**config.mk**
```make
export PLATFORM = sky130hd
export DESIGN_NAME = itf_sec_filter
export DESIGN_NICKNAME = d
export VERILOG_FILES = /design/src/rtl/itf_pkg.sv /design/src/rtl/itf_decode.sv /design/src/rtl/itf_bitbank.sv /design/src/rtl/itf_prio_bank.sv /design/src/rtl/itf_sec_filter.sv
export SDC_FILE = /design/constraint.sdc
export NUM_CORES = 1
export LEC_CHECK = 0
export ABC_AREA = 0
export BUFFER_PORTS_ARGS = -buffer_cell sky130_fd_sc_hd__buf_4
export CORE_AREA = 2 2 307 309
export DETAILED_ROUTE_END_ITERATION = 8
export DIE_AREA = 0 0 309 311
export GPL_TIMING_DRIVEN = 0
export PLACE_DENSITY = 0.52
export SETUP_SLACK_MARGIN = 0.5
export SLEW_MARGIN = 20
export SYNTH_ARGS = -nofsm -noshare
export SYNTH_HDL_FRONTEND = slang
export SYNTH_SLANG_ARGS = --single-unit
```
**constraint.sdc**
```tcl
create_clock -name clk -period 4.1 [get_ports clk]
set_clock_uncertainty 0.05 [all_clocks]
set_input_delay 0.205 -clock clk [delete_from_list [all_inputs] [get_ports clk]]
set_output_delay 0.205 -clock clk [all_outputs]
set_load 0.01 [all_outputs]
```
**src/rtl/itf_pkg.sv**
```systemverilog
package itf_pkg;
   localparam int WORD_W    = 32;
   localparam int MAX_WORDS = 8;
   localparam int MAX_IRQ   = WORD_W * MAX_WORDS;
   localparam int ADDR_W    = 8;

   // bank update styles
   localparam int BB_PLAIN  = 0;
   localparam int BB_SETCLR = 1;
   localparam int BB_HWONLY = 2;

   typedef enum logic [2:0] {
      RG_TGT, RG_SETEN, RG_CLREN, RG_SETPD, RG_CLRPD, RG_ACT, RG_PRIO, RG_NONE
   } region_e;

   typedef struct packed {
      region_e    region;
      logic [2:0] widx;
      logic [5:0] pidx;
   } dec_t;
endpackage

```
**src/rtl/itf_decode.sv**
```systemverilog
module itf_decode
   import itf_pkg::*;
(
   input  logic [ADDR_W-1:0] addr,
   output dec_t              dec
);
   always_comb begin
      dec.widx   = addr[2:0];
      dec.pidx   = addr[5:0];
      dec.region = RG_NONE;
      if (addr[7:6] == 2'b01) begin
         dec.region = RG_PRIO;
      end else if (addr[7:6] == 2'b00) begin
         case (addr[5:3])
            3'd0:    dec.region = RG_TGT;
            3'd1:    dec.region = RG_SETEN;
            3'd2:    dec.region = RG_CLREN;
            3'd3:    dec.region = RG_SETPD;
            3'd4:    dec.region = RG_CLRPD;
            3'd5:    dec.region = RG_ACT;
            default: dec.region = RG_NONE;
         endcase
      end
   end
endmodule

```
**src/rtl/itf_bitbank.sv**
```systemverilog
module itf_bitbank
   import itf_pkg::*;
#(
   parameter int N    = 48,
   parameter int MODE = BB_SETCLR
) (
   input  logic              clk,
   input  logic              rst_n,
   input  logic              wr_plain,
   input  logic              wr_set,
   input  logic              wr_clr,
   input  logic [2:0]        widx,
   input  logic [WORD_W-1:0] wdata,
   input  logic [N-1:0]      allow,
   input  logic [N-1:0]      hw_set,
   input  logic [N-1:0]      hw_clr,
   output logic [N-1:0]      st
);
   logic [N-1:0] nxt;
   logic         unused_in;
   assign unused_in = ^{wr_plain, wr_set, wr_clr, widx, wdata, allow, hw_set, hw_clr};

   if (MODE < BB_PLAIN || MODE > BB_HWONLY) begin : g_bad_mode
      $error("itf_bitbank: MODE out of range");
   end
   if (N < 1 || N > MAX_IRQ) begin : g_bad_n
      $error("itf_bitbank: N out of range");
   end

   for (genvar i = 0; i < N; i++) begin : g_bit
      localparam int W = i / WORD_W;
      localparam int B = i % WORD_W;
      if (MODE == BB_PLAIN) begin : g_plain
         logic hit;
         assign hit    = wr_plain && (widx == 3'(W)) && allow[i];
         assign nxt[i] = hit ? wdata[B] : st[i];
      end else if (MODE == BB_SETCLR) begin : g_setclr
         logic sset, sclr;
         assign sset   = wr_set && (widx == 3'(W)) && allow[i] && wdata[B];
         assign sclr   = wr_clr && (widx == 3'(W)) && allow[i] && wdata[B];
         assign nxt[i] = (st[i] & ~sclr & ~hw_clr[i]) | sset | hw_set[i];
         // a clear with no competing set must empty the bit
         p_clear_empties_r3: assert property (@(posedge clk) disable iff (!rst_n)
            (sclr && !hw_set[i] && !wr_set) |=> !st[i]);
         // hardware set always lands
         p_hw_set_lands_r5: assert property (@(posedge clk) disable iff (!rst_n)
            hw_set[i] |=> st[i]);
      end else begin : g_hwonly
         assign nxt[i] = (st[i] & ~hw_clr[i]) | hw_set[i];
         // set wins over clear
         p_act_set_wins_r6: assert property (@(posedge clk) disable iff (!rst_n)
            hw_set[i] |=> st[i]);
      end
      // blocked bit with no hardware event keeps its value
      p_masked_hold_r4: assert property (@(posedge clk) disable iff (!rst_n)
         (!allow[i] && !hw_set[i] && !hw_clr[i]) |=> $stable(st[i]));
   end

   always_ff @(posedge clk or negedge rst_n) begin
      if (!rst_n) st <= '0;
      else        st <= nxt;
   end
endmodule

```
**src/rtl/itf_prio_bank.sv**
```systemverilog
module itf_prio_bank
   import itf_pkg::*;
#(
   parameter int N  = 48,
   parameter int PW = 3
) (
   input  logic              clk,
   input  logic              rst_n,
   input  logic              wr,
   input  logic [5:0]        pidx,
   input  logic [WORD_W-1:0] wdata,
   input  logic [N-1:0]      allow,
   output logic [N*8-1:0]    prio_flat
);
   localparam int PAD = 8 - PW;

   if (PW < 1 || PW > 8) begin : g_bad_pw
      $error("itf_prio_bank: PW must be 1..8");
   end

   logic [N-1:0][PW-1:0] pr, nxt;

   for (genvar i = 0; i < N; i++) begin : g_irq
      localparam int M = i / 4;
      localparam int J = i % 4;
      logic hit;
      assign hit    = wr && (pidx == 6'(M)) && allow[i];
      assign nxt[i] = hit ? wdata[J*8+7 -: PW] : pr[i];
      if (PW == 8) begin : g_full
         assign prio_flat[i*8 +: 8] = pr[i];
      end else begin : g_trunc
         assign prio_flat[i*8 +: 8] = {pr[i], {PAD{1'b0}}};
      end
      // a blocked byte never changes
      p_prio_hold_r7: assert property (@(posedge clk) disable iff (!rst_n)
         !allow[i] |=> $stable(pr[i]));
   end

   always_ff @(posedge clk or negedge rst_n) begin
      if (!rst_n) pr <= '0;
      else        pr <= nxt;
   end
endmodule

```
**src/rtl/itf_sec_filter.sv**
```systemverilog
module itf_sec_filter
   import itf_pkg::*;
#(
   parameter int NUM_IRQ   = 48,
   parameter int PRIO_BITS = 3,
   parameter bit MINIMAL   = 1'b0
) (
   input  logic                 clk,
   input  logic                 rst_n,
   input  logic                 req,
   input  logic                 we,
   input  logic [7:0]           addr,
   input  logic [31:0]          wdata,
   input  logic                 sec,
   output logic [31:0]          rdata,
   input  logic [NUM_IRQ-1:0]   hw_pend_set,
   input  logic [NUM_IRQ-1:0]   hw_act_set,
   input  logic [NUM_IRQ-1:0]   hw_act_clr,
   output logic [NUM_IRQ-1:0]   tgt_ns_o,
   output logic [NUM_IRQ-1:0]   en_o,
   output logic [NUM_IRQ-1:0]   pend_o,
   output logic [NUM_IRQ-1:0]   act_o,
   output logic [NUM_IRQ*8-1:0] prio_o
);
   localparam int PW = MINIMAL ? 2 : PRIO_BITS;

   if (NUM_IRQ < 1 || NUM_IRQ > MAX_IRQ) begin : g_bad_n
      $error("itf_sec_filter: NUM_IRQ out of range");
   end
   if (MINIMAL && NUM_IRQ > 32) begin : g_bad_min
      $error("itf_sec_filter: reduced build allows at most 32 interrupts");
   end
   if (PW < 1 || PW > 8) begin : g_bad_pw
      $error("itf_sec_filter: PRIO_BITS must be 1..8");
   end

   dec_t dec;
   itf_decode u_dec (.addr(addr), .dec(dec));

   logic               wr;
   logic [NUM_IRQ-1:0] allow_irq, allow_tgt, zero_v;
   assign wr        = req && we;
   assign allow_irq = sec ? {NUM_IRQ{1'b1}} : tgt_ns_o;
   assign allow_tgt = {NUM_IRQ{sec}};
   assign zero_v    = '0;

   itf_bitbank #(.N(NUM_IRQ), .MODE(BB_PLAIN)) u_tgt (
      .clk(clk), .rst_n(rst_n),
      .wr_plain(wr && dec.region == RG_TGT), .wr_set(1'b0), .wr_clr(1'b0),
      .widx(dec.widx), .wdata(wdata), .allow(allow_tgt),
      .hw_set(zero_v), .hw_clr(zero_v), .st(tgt_ns_o));

   itf_bitbank #(.N(NUM_IRQ), .MODE(BB_SETCLR)) u_en (
      .clk(clk), .rst_n(rst_n),
      .wr_plain(1'b0), .wr_set(wr && dec.region == RG_SETEN),
      .wr_clr(wr && dec.region == RG_CLREN),
      .widx(dec.widx), .wdata(wdata), .allow(allow_irq),
      .hw_set(zero_v), .hw_clr(zero_v), .st(en_o));

   itf_bitbank #(.N(NUM_IRQ), .MODE(BB_SETCLR)) u_pend (
      .clk(clk), .rst_n(rst_n),
      .wr_plain(1'b0), .wr_set(wr && dec.region == RG_SETPD),
      .wr_clr(wr && dec.region == RG_CLRPD),
      .widx(dec.widx), .wdata(wdata), .allow(allow_irq),
      .hw_set(hw_pend_set), .hw_clr(zero_v), .st(pend_o));

   itf_bitbank #(.N(NUM_IRQ), .MODE(BB_HWONLY)) u_act (
      .clk(clk), .rst_n(rst_n),
      .wr_plain(1'b0), .wr_set(1'b0), .wr_clr(1'b0),
      .widx(dec.widx), .wdata(wdata), .allow(allow_irq),
      .hw_set(hw_act_set), .hw_clr(hw_act_clr), .st(act_o));

   itf_prio_bank #(.N(NUM_IRQ), .PW(PW)) u_prio (
      .clk(clk), .rst_n(rst_n),
      .wr(wr && dec.region == RG_PRIO), .pidx(dec.pidx), .wdata(wdata),
      .allow(allow_irq), .prio_flat(prio_o));

   // zero-padded views for the read path
   logic [MAX_IRQ-1:0]   tgt_pad, en_pad, pd_pad, act_pad;
   logic [MAX_IRQ*8-1:0] prio_pad;
   always_comb begin
      tgt_pad = '0; en_pad = '0; pd_pad = '0; act_pad = '0; prio_pad = '0;
      tgt_pad[NUM_IRQ-1:0]    = tgt_ns_o;
      en_pad[NUM_IRQ-1:0]     = en_o;
      pd_pad[NUM_IRQ-1:0]     = pend_o;
      act_pad[NUM_IRQ-1:0]    = act_o;
      prio_pad[NUM_IRQ*8-1:0] = prio_o;
   end

   logic [31:0] wmask, bmask, act_word, rd;
   assign wmask = sec ? 32'hFFFF_FFFF : tgt_pad[{dec.widx, 5'd0} +: 32];
   for (genvar j = 0; j < 4; j++) begin : g_bmask
      assign bmask[j*8 +: 8] = (sec || tgt_pad[{dec.pidx, 2'(j)}]) ? 8'hFF : 8'h00;
   end

   if (MINIMAL) begin : g_act_rsvd
      assign act_word = '0;
      // reserved active view
      p_act_reserved_r9: assert property (@(posedge clk) disable iff (!rst_n)
         (req && !we && dec.region == RG_ACT) |-> (rdata == '0));
   end else begin : g_act_full
      assign act_word = act_pad[{dec.widx, 5'd0} +: 32];
   end

   always_comb begin
      case (dec.region)
         RG_TGT:             rd = sec ? tgt_pad[{dec.widx, 5'd0} +: 32] : '0;
         RG_SETEN, RG_CLREN: rd = en_pad[{dec.widx, 5'd0} +: 32] & wmask;
         RG_SETPD, RG_CLRPD: rd = pd_pad[{dec.widx, 5'd0} +: 32] & wmask;
         RG_ACT:             rd = act_word & wmask;
         RG_PRIO:            rd = prio_pad[{dec.pidx, 5'd0} +: 32] & bmask;
         default:            rd = '0;
      endcase
      rdata = (req && !we) ? rd : '0;
   end

   // target words are invisible to non-secure reads
   p_ns_tgt_zero_r2: assert property (@(posedge clk) disable iff (!rst_n)
      (req && !we && !sec && dec.region == RG_TGT) |-> (rdata == '0));
   // target bits never move on a non-secure cycle
   p_ns_tgt_hold_r2: assert property (@(posedge clk) disable iff (!rst_n)
      !sec |=> $stable(tgt_ns_o));
   // unmapped space reads zero
   p_unmapped_zero_r8: assert property (@(posedge clk) disable iff (!rst_n)
      (dec.region == RG_NONE) |-> (rdata == '0));
endmodule

```
==> results, run 1 <==
- The total power density per cell area is 314.2 nW/um^2.
- Of the total power, the share spent switching nets is 0.2765.
- The post-DP HPWL is 83,890 um.
- VDD sags by at most 0.0002521 V.
- During synthesis, Yosys emitted a total of 0 warnings.
- TritonCTS built the clock tree.
- The type of the setup path with the least slack is register to output pin.
- The count of standard-cell rows is 112.
- For this design the top-level I/O count stands at 797.
- The worst register-to-register path begins at u_tgt.st[17].
- The share of synthesized registers carrying an async set or reset is 1.000.
- Of the available clock period, the critical path in the final layout requires 0.8533.
- Counting flops with a built-in enable in the synthesized netlist gives 0.
- Clock tree synthesis inserted a total of 47 buffers.
- The wire length of the first global-routing pass is 145,000 um.
- At the end of routability-driven placement, the weighted congestion stood at 0.8501.
- Max-cap violations in this run came to 0.
- In this run the static leakage power is 14.61 nW.
- The worst setup path is captured at an output pin.
- After clock tree synthesis, the clock-pin slew on the worst setup and hold paths is 0.06 ns.
- The post-placement worst setup slack is 0.7958 ns.
- Internal power comes to 0.006625 W.
- The horizontal extent of the die is 309 um.
- The count of buffers added on input and output ports is 553.
- The synthesized netlist occupies a cell area of 18,900 sq um.
- Headroom to the max-slew limit came out at 0.2595.
- Traced cell by cell, the critical path runs through mux4_2 -> a21oi_1 -> nor2_1 -> a21oi_1 -> a21o_1 -> a31oi_1 -> buf_4.
- On the critical path, the stage with the largest delay is an instance of sky130_fd_sc_hd__a21oi_1.
- The analysis attributes to net switching a power of 0.002532 W.
- The initial antenna violation count came to 22.
- In this design, the stage delay of the slowest critical-path cell is 0.52 ns.
- The portion of total power attributed to sequential cells is 0.379.
- The overall global routing resource usage is 0.2149.
- The area of the core region is 92,770 sq um.
- The later pin in the worst-skew pair is clocked with a latency of 0.62 ns.
- Counting every instance in the synthesized netlist gives 1,791.
- In the routed layout, each cell is associated on average with a via count of 4.341.
- At the pin with the least slew margin, the transition time is 1.099 ns.
- The data arrival time of the critical path is 3.24 ns.
- The path class of the tightest hold or removal check is primary input to async pin.
- The number of violations reported at the end of detailed-routing iteration 0 is 1,039.
- The master cell of the clock root buffer is sky130_fd_sc_hd__clkbuf_16.
- The capturing element of the worst setup path is rdata[14].
- The worst-case setup margin in the final layout is 0.6015 ns.
- The number of distinct standard cells referenced by the synthesized netlist is 54.
- The initial utilization of the core area, before any placement, comes to 0.2038.
- The share of final-layout standard cells stronger than drive strength 1 is 0.3943.
- In the synthesized netlist the dominant register cell turns out to be sky130_fd_sc_hd__dfrtp_1.
- The area added between synthesis and finish is 54.17%.
- The filler-free cell count of the finished design is 4,119.
- The terminus of the critical flop-to-flop path is u_pend.st[17].
- Setup violations remaining at the end of the flow were counted as 0.
- The final layout contains 3,013 nets.
- The sequential cells in the finished layout cover a total of 8408 sq um.
- The worst slack on hold paths is 0.1324 ns.
- The cell total after placement is 3,841.
- The number of synthesized register bits is 336.
- The time the worst path needs with I/O delays and setup is 3.499 ns.
- For this run, the register share of the synthesized area comes to 0.4448.
- The worst register-to-register path has a depth of 6.
- The hold violation count in the final report is 0.
- The average routed wire per standard cell is 25.92 um.
- Of all nets on the critical path, the largest fanout is 6.
- The cell depth of the worst setup path is 7.
- The CTS H-tree depth is 2.
- The footprint of the multi-input gates is 8730 sq um.
- The count of nets left with antenna violations once routing finished came out at 0.
- The clock sink count is 336.
- The floorplan step defined a die boundary enclosing 96,100 sq um.
- The vertical die dimension is 311 um.
- Buffers added to address setup during post-CTS repair amount to 0.
- The cell occurring most often along the worst timing path is sky130_fd_sc_hd__a21oi_1.
- Summed over all layers, the routed wires come to 106,700 um.
- The beginning of the critical path is u_tgt.st[29].
- The first-pass iteration count of the detailed router is 5.
- The via total after detailed routing is 17,880.
- The setup slack on the worst flop-to-flop path is 1.66 ns.
- For this run, design rule violations remaining after detail routing come to 0.
- Together, buffers and inverters on the worst path number 1.
- The flow ran to the end, and the final reports show no timing, DRC or antenna violations.
- The fmax is 285.8 MHz.
- The clock network fraction of design power is 0.476.
- The final max-slew violation count is 0.
- The kind of launch point of the worst setup path is a register.
- Fill cells in the final layout number 9,778.
- The share of total power dissipated in combinational logic is 0.145.
- The number of global-route vias before repair is 17,900.
- The total overflow left after global routing is 0.
- Entering global routing, the biggest net connects 93 pins.
- The number of buffers on the longest clock path is 3.
- Each instance of the synthesized netlist takes up on average 10.55 sq um.
- Setup repair after global routing left no endpoint under its margin.
- Data on the critical path is required at its endpoint by 3.85 ns.
- Among cell families on the critical path, the largest total delay comes from compound AO/OA/AOI/OAI gates.
## layout by cell type (no fill, tap or decap), types with 48 or more instances in the layout
| cell type | instances |
|---|---|
| sky130_fd_sc_hd__dfrtp_1 | 336 |
| sky130_fd_sc_hd__mux2_2 | 142 |
| sky130_fd_sc_hd__clkbuf_1 | 61 |
| sky130_fd_sc_hd__conb_1 | 240 |
| sky130_fd_sc_hd__a21oi_1 | 81 |
| sky130_fd_sc_hd__mux2_1 | 63 |
| sky130_fd_sc_hd__buf_4 | 800 |
| sky130_fd_sc_hd__dlygate4sd3_1 | 188 |
| sky130_fd_sc_hd__mux2i_1 | 53 |
| sky130_fd_sc_hd__clkbuf_16 | 48 |
| sky130_fd_sc_hd__a21o_1 | 53 |
| sky130_fd_sc_hd__nand2_1 | 95 |
| sky130_fd_sc_hd__inv_1 | 98 |
| sky130_fd_sc_hd__o21ai_0 | 195 |
| sky130_fd_sc_hd__nor2_1 | 111 |
## cells in the mapped netlist (10+ instances only)
| library cell | number | area (sq um) |
|---|---|---|
| sky130_fd_sc_hd__buf_2 | 33 | 165.2 |
| sky130_fd_sc_hd__mux2_2 | 142 | 1599 |
| sky130_fd_sc_hd__a21o_1 | 53 | 397.9 |
| sky130_fd_sc_hd__buf_4 | 248 | 1862 |
| sky130_fd_sc_hd__clkbuf_1 | 48 | 180.2 |
| sky130_fd_sc_hd__a22oi_1 | 10 | 75.07 |
| sky130_fd_sc_hd__o211ai_1 | 13 | 97.59 |
| sky130_fd_sc_hd__nand3_1 | 24 | 120.1 |
| sky130_fd_sc_hd__mux2_1 | 63 | 709.4 |
| sky130_fd_sc_hd__a21oi_1 | 81 | 405.4 |
| sky130_fd_sc_hd__o221ai_2 | 10 | 150.1 |
| sky130_fd_sc_hd__o21ai_0 | 196 | 980.9 |
| sky130_fd_sc_hd__mux4_2 | 46 | 1036 |
| sky130_fd_sc_hd__dfrtp_1 | 336 | 8408 |
| sky130_fd_sc_hd__nand2_1 | 95 | 356.6 |
| sky130_fd_sc_hd__a221oi_1 | 12 | 105.1 |
| sky130_fd_sc_hd__inv_1 | 98 | 367.9 |
| sky130_fd_sc_hd__mux2i_1 | 53 | 530.5 |
| sky130_fd_sc_hd__nor2_1 | 111 | 416.7 |
| sky130_fd_sc_hd__a22o_1 | 20 | 175.2 |
## registers in the layout, indices dropped and copies added, names as in the netlist
name and flops:
u_prio.prio_flat 144, u_pend.st 48, u_act.st 48, u_en.st 48
u_tgt.st 48
## repair_timing
| item | CTS | global route |
|---|---|---|
| hold endpoints to repair | 342 | 0 |
| gates resized for setup | 0 | 0 |
| hold buffers | 188 | 0 |
## power groups by stage
stage                     clock network, W  registers [W]  logic (W)
after CTS                          0.00445        0.00347    0.00132
after global placement                   0        0.00353    0.00114
final                              0.00436        0.00347    0.00133
after floorplan                          0        0.00353   0.000567
after detailed placement                 0        0.00353    0.00116
after global routing               0.00458        0.00348    0.00143
## how the worst min path moves through the flow
stage               cells past startpoint               endpoint            from
floorplan                               0            u_act.st[0]           rst_n
global placement                        2           u_act.st[24]  hw_act_set[24]
detailed placement                      1  u_prio.prio_flat[351]           rst_n
CTS                                     3  u_prio.prio_flat[157]           rst_n
global route                            3  u_prio.prio_flat[287]           rst_n
finish                                  3  u_prio.prio_flat[157]           rst_n
## stage by stage
stage / TNS, ns / util / instance area (sq um) / power [W]
after global placement: -298.98 / 0.2751 / 25520 / 0.004668
after CTS: 0 / 0.3139 / 29120 / 0.009238
after detailed placement: 0 / 0.2764 / 25640 / 0.004687
after global routing: 0 / 0.3140 / 29130 / 0.009484
final: 0 / 0.3141 / 29140 / 0.009157
after floorplan: 0 / - / 19800 / 0.004092
## area by class of cell
type,count,share of cell area
Antenna cell,7,0.0006011
Sequential cell,336,0.2885
Multi-Input combinational cell,1258,0.2996
Clock inverter,15,0.008888
Tap cell,1254,0.05384
Timing Repair Buffer,745,0.2111
Clock buffer,68,0.04620
Inverter,98,0.01262
Buffer,338,0.07870
## routing by layer
metal / track usage / wire length (um) / vias to the layer above
li1: - / - / 7956
met1: 0.2628 / 43420 / 8921
met2: 0.3608 / 51070 / 798
met3: 0.06144 / 8443 / 185
met4: 0.07039 / 3680 / 20
met5: 0 / 131 / -
## logic make-up after synthesis
kind of cell | share of synthesized area
flops | 0.4448
buf+inv | 0.1408
compound gates | 0.1425
mux | 0.2050
simple gates | 0.06672
other cells | 0.0001984
## worst register-to-register path: cells and delay by family, from the launching register on
family	cells	cell delay [ns]
DFF	1	0.49
AOI/OAI and AO/OA	2	0.52
buffers and inverters	3	1.21
and+or+nand+nor	1	0.05
Power figures use the tool's default switching activity.
==> run 2: changes to the inputs <==
CORE_AREA = 4 4 308 310   (was 2 2 307 309)
DIE_AREA = 0 0 312 314   (was 0 0 309 311)
PLACE_DENSITY = 0.58   (was 0.52)
SYNTH_HIERARCHICAL = 1   (was default)
==> results, run 2 <==
- Measured along the y axis, the die boundary spans 314 um.
- For the worst setup path, the data required time is 3.85 ns.
- The largest individual stage delay along the critical path comes from the cell sky130_fd_sc_hd__clkbuf_1.
- Leaving out filler cells and counting taps, the final layout contains 4,577.
- The setup check on the worst reg-to-reg path leaves a slack of 1.97 ns.
- The net count of the finished layout is 3,542.
- The capturing element of the worst setup path is rdata[12].
- The count of standard-cell rows is 111.
- The number of global-route vias before repair is 22,250.
- The average routed wire per standard cell is 29.65 um.
- The worst hold path class is primary input to async pin.
- After synthesis the netlist holds a flip-flop and latch count of 336.
- After routing the design area is 34,620 sq um.
- The routability-driven placement congestion ratio is 0.9346.
- Counting the fill cells in the layout gives 9,215.
- The launching point of the worst reg2reg path is u_tgt/st[25].
- The beginning of the critical path is addr[6].
- The post-detailed-route DRC marker count is 0.
- The total power density per cell area is 280.2 nW/um^2.
- The top cell types in the final layout, fill and taps aside, are 812 x sky130_fd_sc_hd__buf_4, 384 x sky130_fd_sc_hd__conb_1, 336 x sky130_fd_sc_hd__dfrtp_1, 213 x sky130_fd_sc_hd__dlygate4sd3_1, 149 x sky130_fd_sc_hd__inv_1.
- The delay contributed by the slowest stage of the critical path is 0.62 ns.
- The sequential cells in the finished layout cover a total of 8408 sq um.
- The largest total area in the synthesized netlist belongs to sky130_fd_sc_hd__dfrtp_1.
- Among all cell types in the netlist, the one instantiated most often is sky130_fd_sc_hd__dfrtp_1.
- In this run the count of I/O pins placed on the die edge is 797.
- The leftover overflow at the end of global routing is 0.
- The average cell area after synthesis is 11.03 sq um.
- The tree is rooted in a sky130_fd_sc_hd__clkbuf_16.
- At the later pin of the worst-skew pair, clock insertion delay measures 0.61 ns.
- The initial antenna violation count is 14.
- The fraction of post-synthesis cell area in the top cell type by area is 0.3536.
- The library cell used most frequently in the layout, excluding fill and tap cells, is sky130_fd_sc_hd__buf_4.
- The kind of launch point of the worst setup path is a primary input.
- The number of setup buffers added after CTS is 0.
- In this run the cell area measured after placement is 30,990 sq um.
- For this run, the leading register cell type out of synthesis is sky130_fd_sc_hd__dfrtp_1.
- The relative max-transition margin is 0.3581.
- The hold violation count in the final report came to 0.
- In this run, the number of DRC markers left after iteration 0 of detailed routing was 1,992.
- Entering global routing, the biggest net connects 92 pins.
- The flow ran to the end, and the final reports show no timing, DRC or antenna violations.
- The clock tree from TritonCTS is built.
- Of the synthesized area, sequential elements account for 0.3536.
- Once placement completed, the tool counted placed cells totaling 4,281.
- The count of warnings emitted by yosys is 6.
- The final max-slew violation count is 0.
- The pin slew with the least headroom to its limit is 0.9629 ns.
- The final count of negative-setup-slack endpoints is 0.
- The static power due to leakage is 16.89 nW.
- The cell occurring most often along the worst timing path is sky130_fd_sc_hd__buf_4.
- The first global-routing pass estimated 184,300 um of wire.
- The largest vdd supply drop is 0.0002970 V.
- Summing every instance area after synthesis gives 23,780 sq um.
- The first-pass iteration count of the detailed router is 6.
- The footprint of the multi-input gates is 13,550 sq um.
- The share of synthesized registers carrying an async set or reset is 1.000.
- The overall global routing resource usage is 0.2642.
- Dividing the detail-routed via count by the number of cells gives 4.983.
- The worst register-to-register path has a depth of 4.
- Of the available clock period, the critical path in the final layout requires 0.8719.
- For this configuration, the core starts out at a cell density of 0.2594.
- No sink is reached through more buffers than the 3 on the longest clock path.
- Synthesis produced a netlist whose cell count is 2,155.
- The critical path endpoint category is an output pin.
- The worst register-to-register path ends at u_pend/st[25].
- The final layout contains routed wiring with a total length of 135,700 um.
- The register with the most flip-flops in the layout has 144 of them.
- The routed layout has 22,810 vias.
- Once detail routing completed, the nets flagged for antenna violations numbered 0.
- Ranked by instance count, the synthesized netlist is headed by 336 x sky130_fd_sc_hd__dfrtp_1, 260 x sky130_fd_sc_hd__buf_4, 149 x sky130_fd_sc_hd__inv_1, 121 x sky130_fd_sc_hd__nand2_1, 118 x sky130_fd_sc_hd__mux2_2.
- Sorting the synthesized cells by area gives the leading types as sky130_fd_sc_hd__dfrtp_1 35%, sky130_fd_sc_hd__mux4_2 8.2%, sky130_fd_sc_hd__buf_4 8.2%, sky130_fd_sc_hd__mux2_2 5.6%, sky130_fd_sc_hd__mux2_4 4.7%.
- STA puts the critical path data arrival time at 3.32 ns.
- The area of the core region is 91,660 sq um.
- CTS saw 336 sinks.
- The number of max-cap violations is 0.
- The number of buffers created by CTS is 43.
- The fmax is 279.7 MHz.
- Input and output buffers added on the ports amount to 553.
- Traced cell by cell, the critical path runs through buf_4 -> or3_1 -> buf_4 -> nand2b_1 -> clkbuf_1 -> clkbuf_1 -> o22ai_1 -> a22o_1 -> o32ai_1 -> a22o_1 -> buf_4.
- The number of different library cells used by synthesis comes to 75.
- The time the worst path needs with I/O delays and setup is 3.575 ns.
- The post-DP HPWL is 110,100 um.
- Setup repair after global routing left no endpoint under its margin.
- The number of synthesized flops with an enable pin is 0.
- The share of final-layout standard cells stronger than drive strength 1 is 0.4008.
- Clock-pin slew was measured on the worst setup and hold paths at 0.06 ns.
- The worst setup path is of the primary input to output pin kind.
- The final total power is 0.009702 W.
- The CTS H-tree depth is 2.
- The die covers 97,970 sq um.
- The die is 312 um wide.
- The area added between synthesis and finish is 45.62%.
- The largest driver fanout on the critical path is 10.
## run 2: worst min path at each step
stage                         from              endpoint  cells past startpoint
detailed placement           rst_n           u_act/st[1]                      1
finish                       rst_n           u_act/st[1]                      2
global placement    hw_act_set[13]          u_act/st[13]                      2
global route               addr[2]  u_prio/prio_flat[70]                      4
CTS                          rst_n           u_act/st[1]                      2
floorplan                    rst_n           u_act/st[0]                      0
## run 2: cells by family after synthesis
group / count (synthesis) / synth area share
buffers and inverters: 550 / 0.1387
AOI/OAI and AO/OA: 540 / 0.1791
DFF: 336 / 0.3536
muxes: 377 / 0.2317
and+or+nand+nor: 345 / 0.09441
adders and majority gates: 5 / 0.002105
other: 2 / 0.0003159
## run 2: cell type report
type | count | share of cell area
Clock inverter | 15 | 0.004336
Sequential cell | 336 | 0.2428
Multi-Input combinational cell | 1651 | 0.3915
Antenna cell | 8 | 0.0005782
Inverter | 152 | 0.01659
Buffer | 398 | 0.07975
Timing Repair Buffer | 771 | 0.1852
Tap cell | 1186 | 0.04286
Clock buffer | 60 | 0.03639
## run 2: critical path, delay by kind of cell
kind	cells	cell delay (ns)
and+or+nand+nor	2	0.56
AOI/OAI and AO/OA	4	1.18
buffers and inverters	5	1.35
## run 2: report_power, final
part | leakage (nW) | internal, W | total (W) | switching [W]
Clock | 0.697 | 0.00222 | 0.00389 | 0.00167
Sequential | 4.22 | 0.00344 | 0.00360 | 0.000161
Combinational | 12.0 | 0.00100 | 0.00221 | 0.00121
## run 2: per-layer routing
metal / track usage / share of wire / vias to the layer above
li1: - / - / 9991
met1: 0.3432 / 0.41 / 11640
met2: 0.4455 / 0.48 / 1033
met3: 0.06747 / 0.083 / 139
met4: 0.05504 / 0.022 / 4
met5: 0 / 0.00015 / -
## run 2: per-stage QoR
| step | hold WS [ns] | worst slack, ns | TNS [ns] | utilization |
|---|---|---|---|---|
| floorplan | -0.1406 | 1.526 | 0 | - |
| global placement | 0.3342 | -0.8763 | -271.78 | 0.3365 |
| detailed placement | 0.1151 | 0.05656 | 0 | 0.3381 |
| CTS | 0.06970 | 0.4239 | 0 | 0.3771 |
| global route | 0.1214 | 0.4942 | 0 | 0.3776 |
| finish | 0.07794 | 0.5252 | 0 | 0.3777 |
## run 2: repair_timing
action | in CTS | in global routing
hold endpoints to repair | 421 | 0
hold buffers | 213 | 0
endpoints found under the setup margin | 16 | 49
pin swaps | 0 | 0
resized for setup | 12 | 23
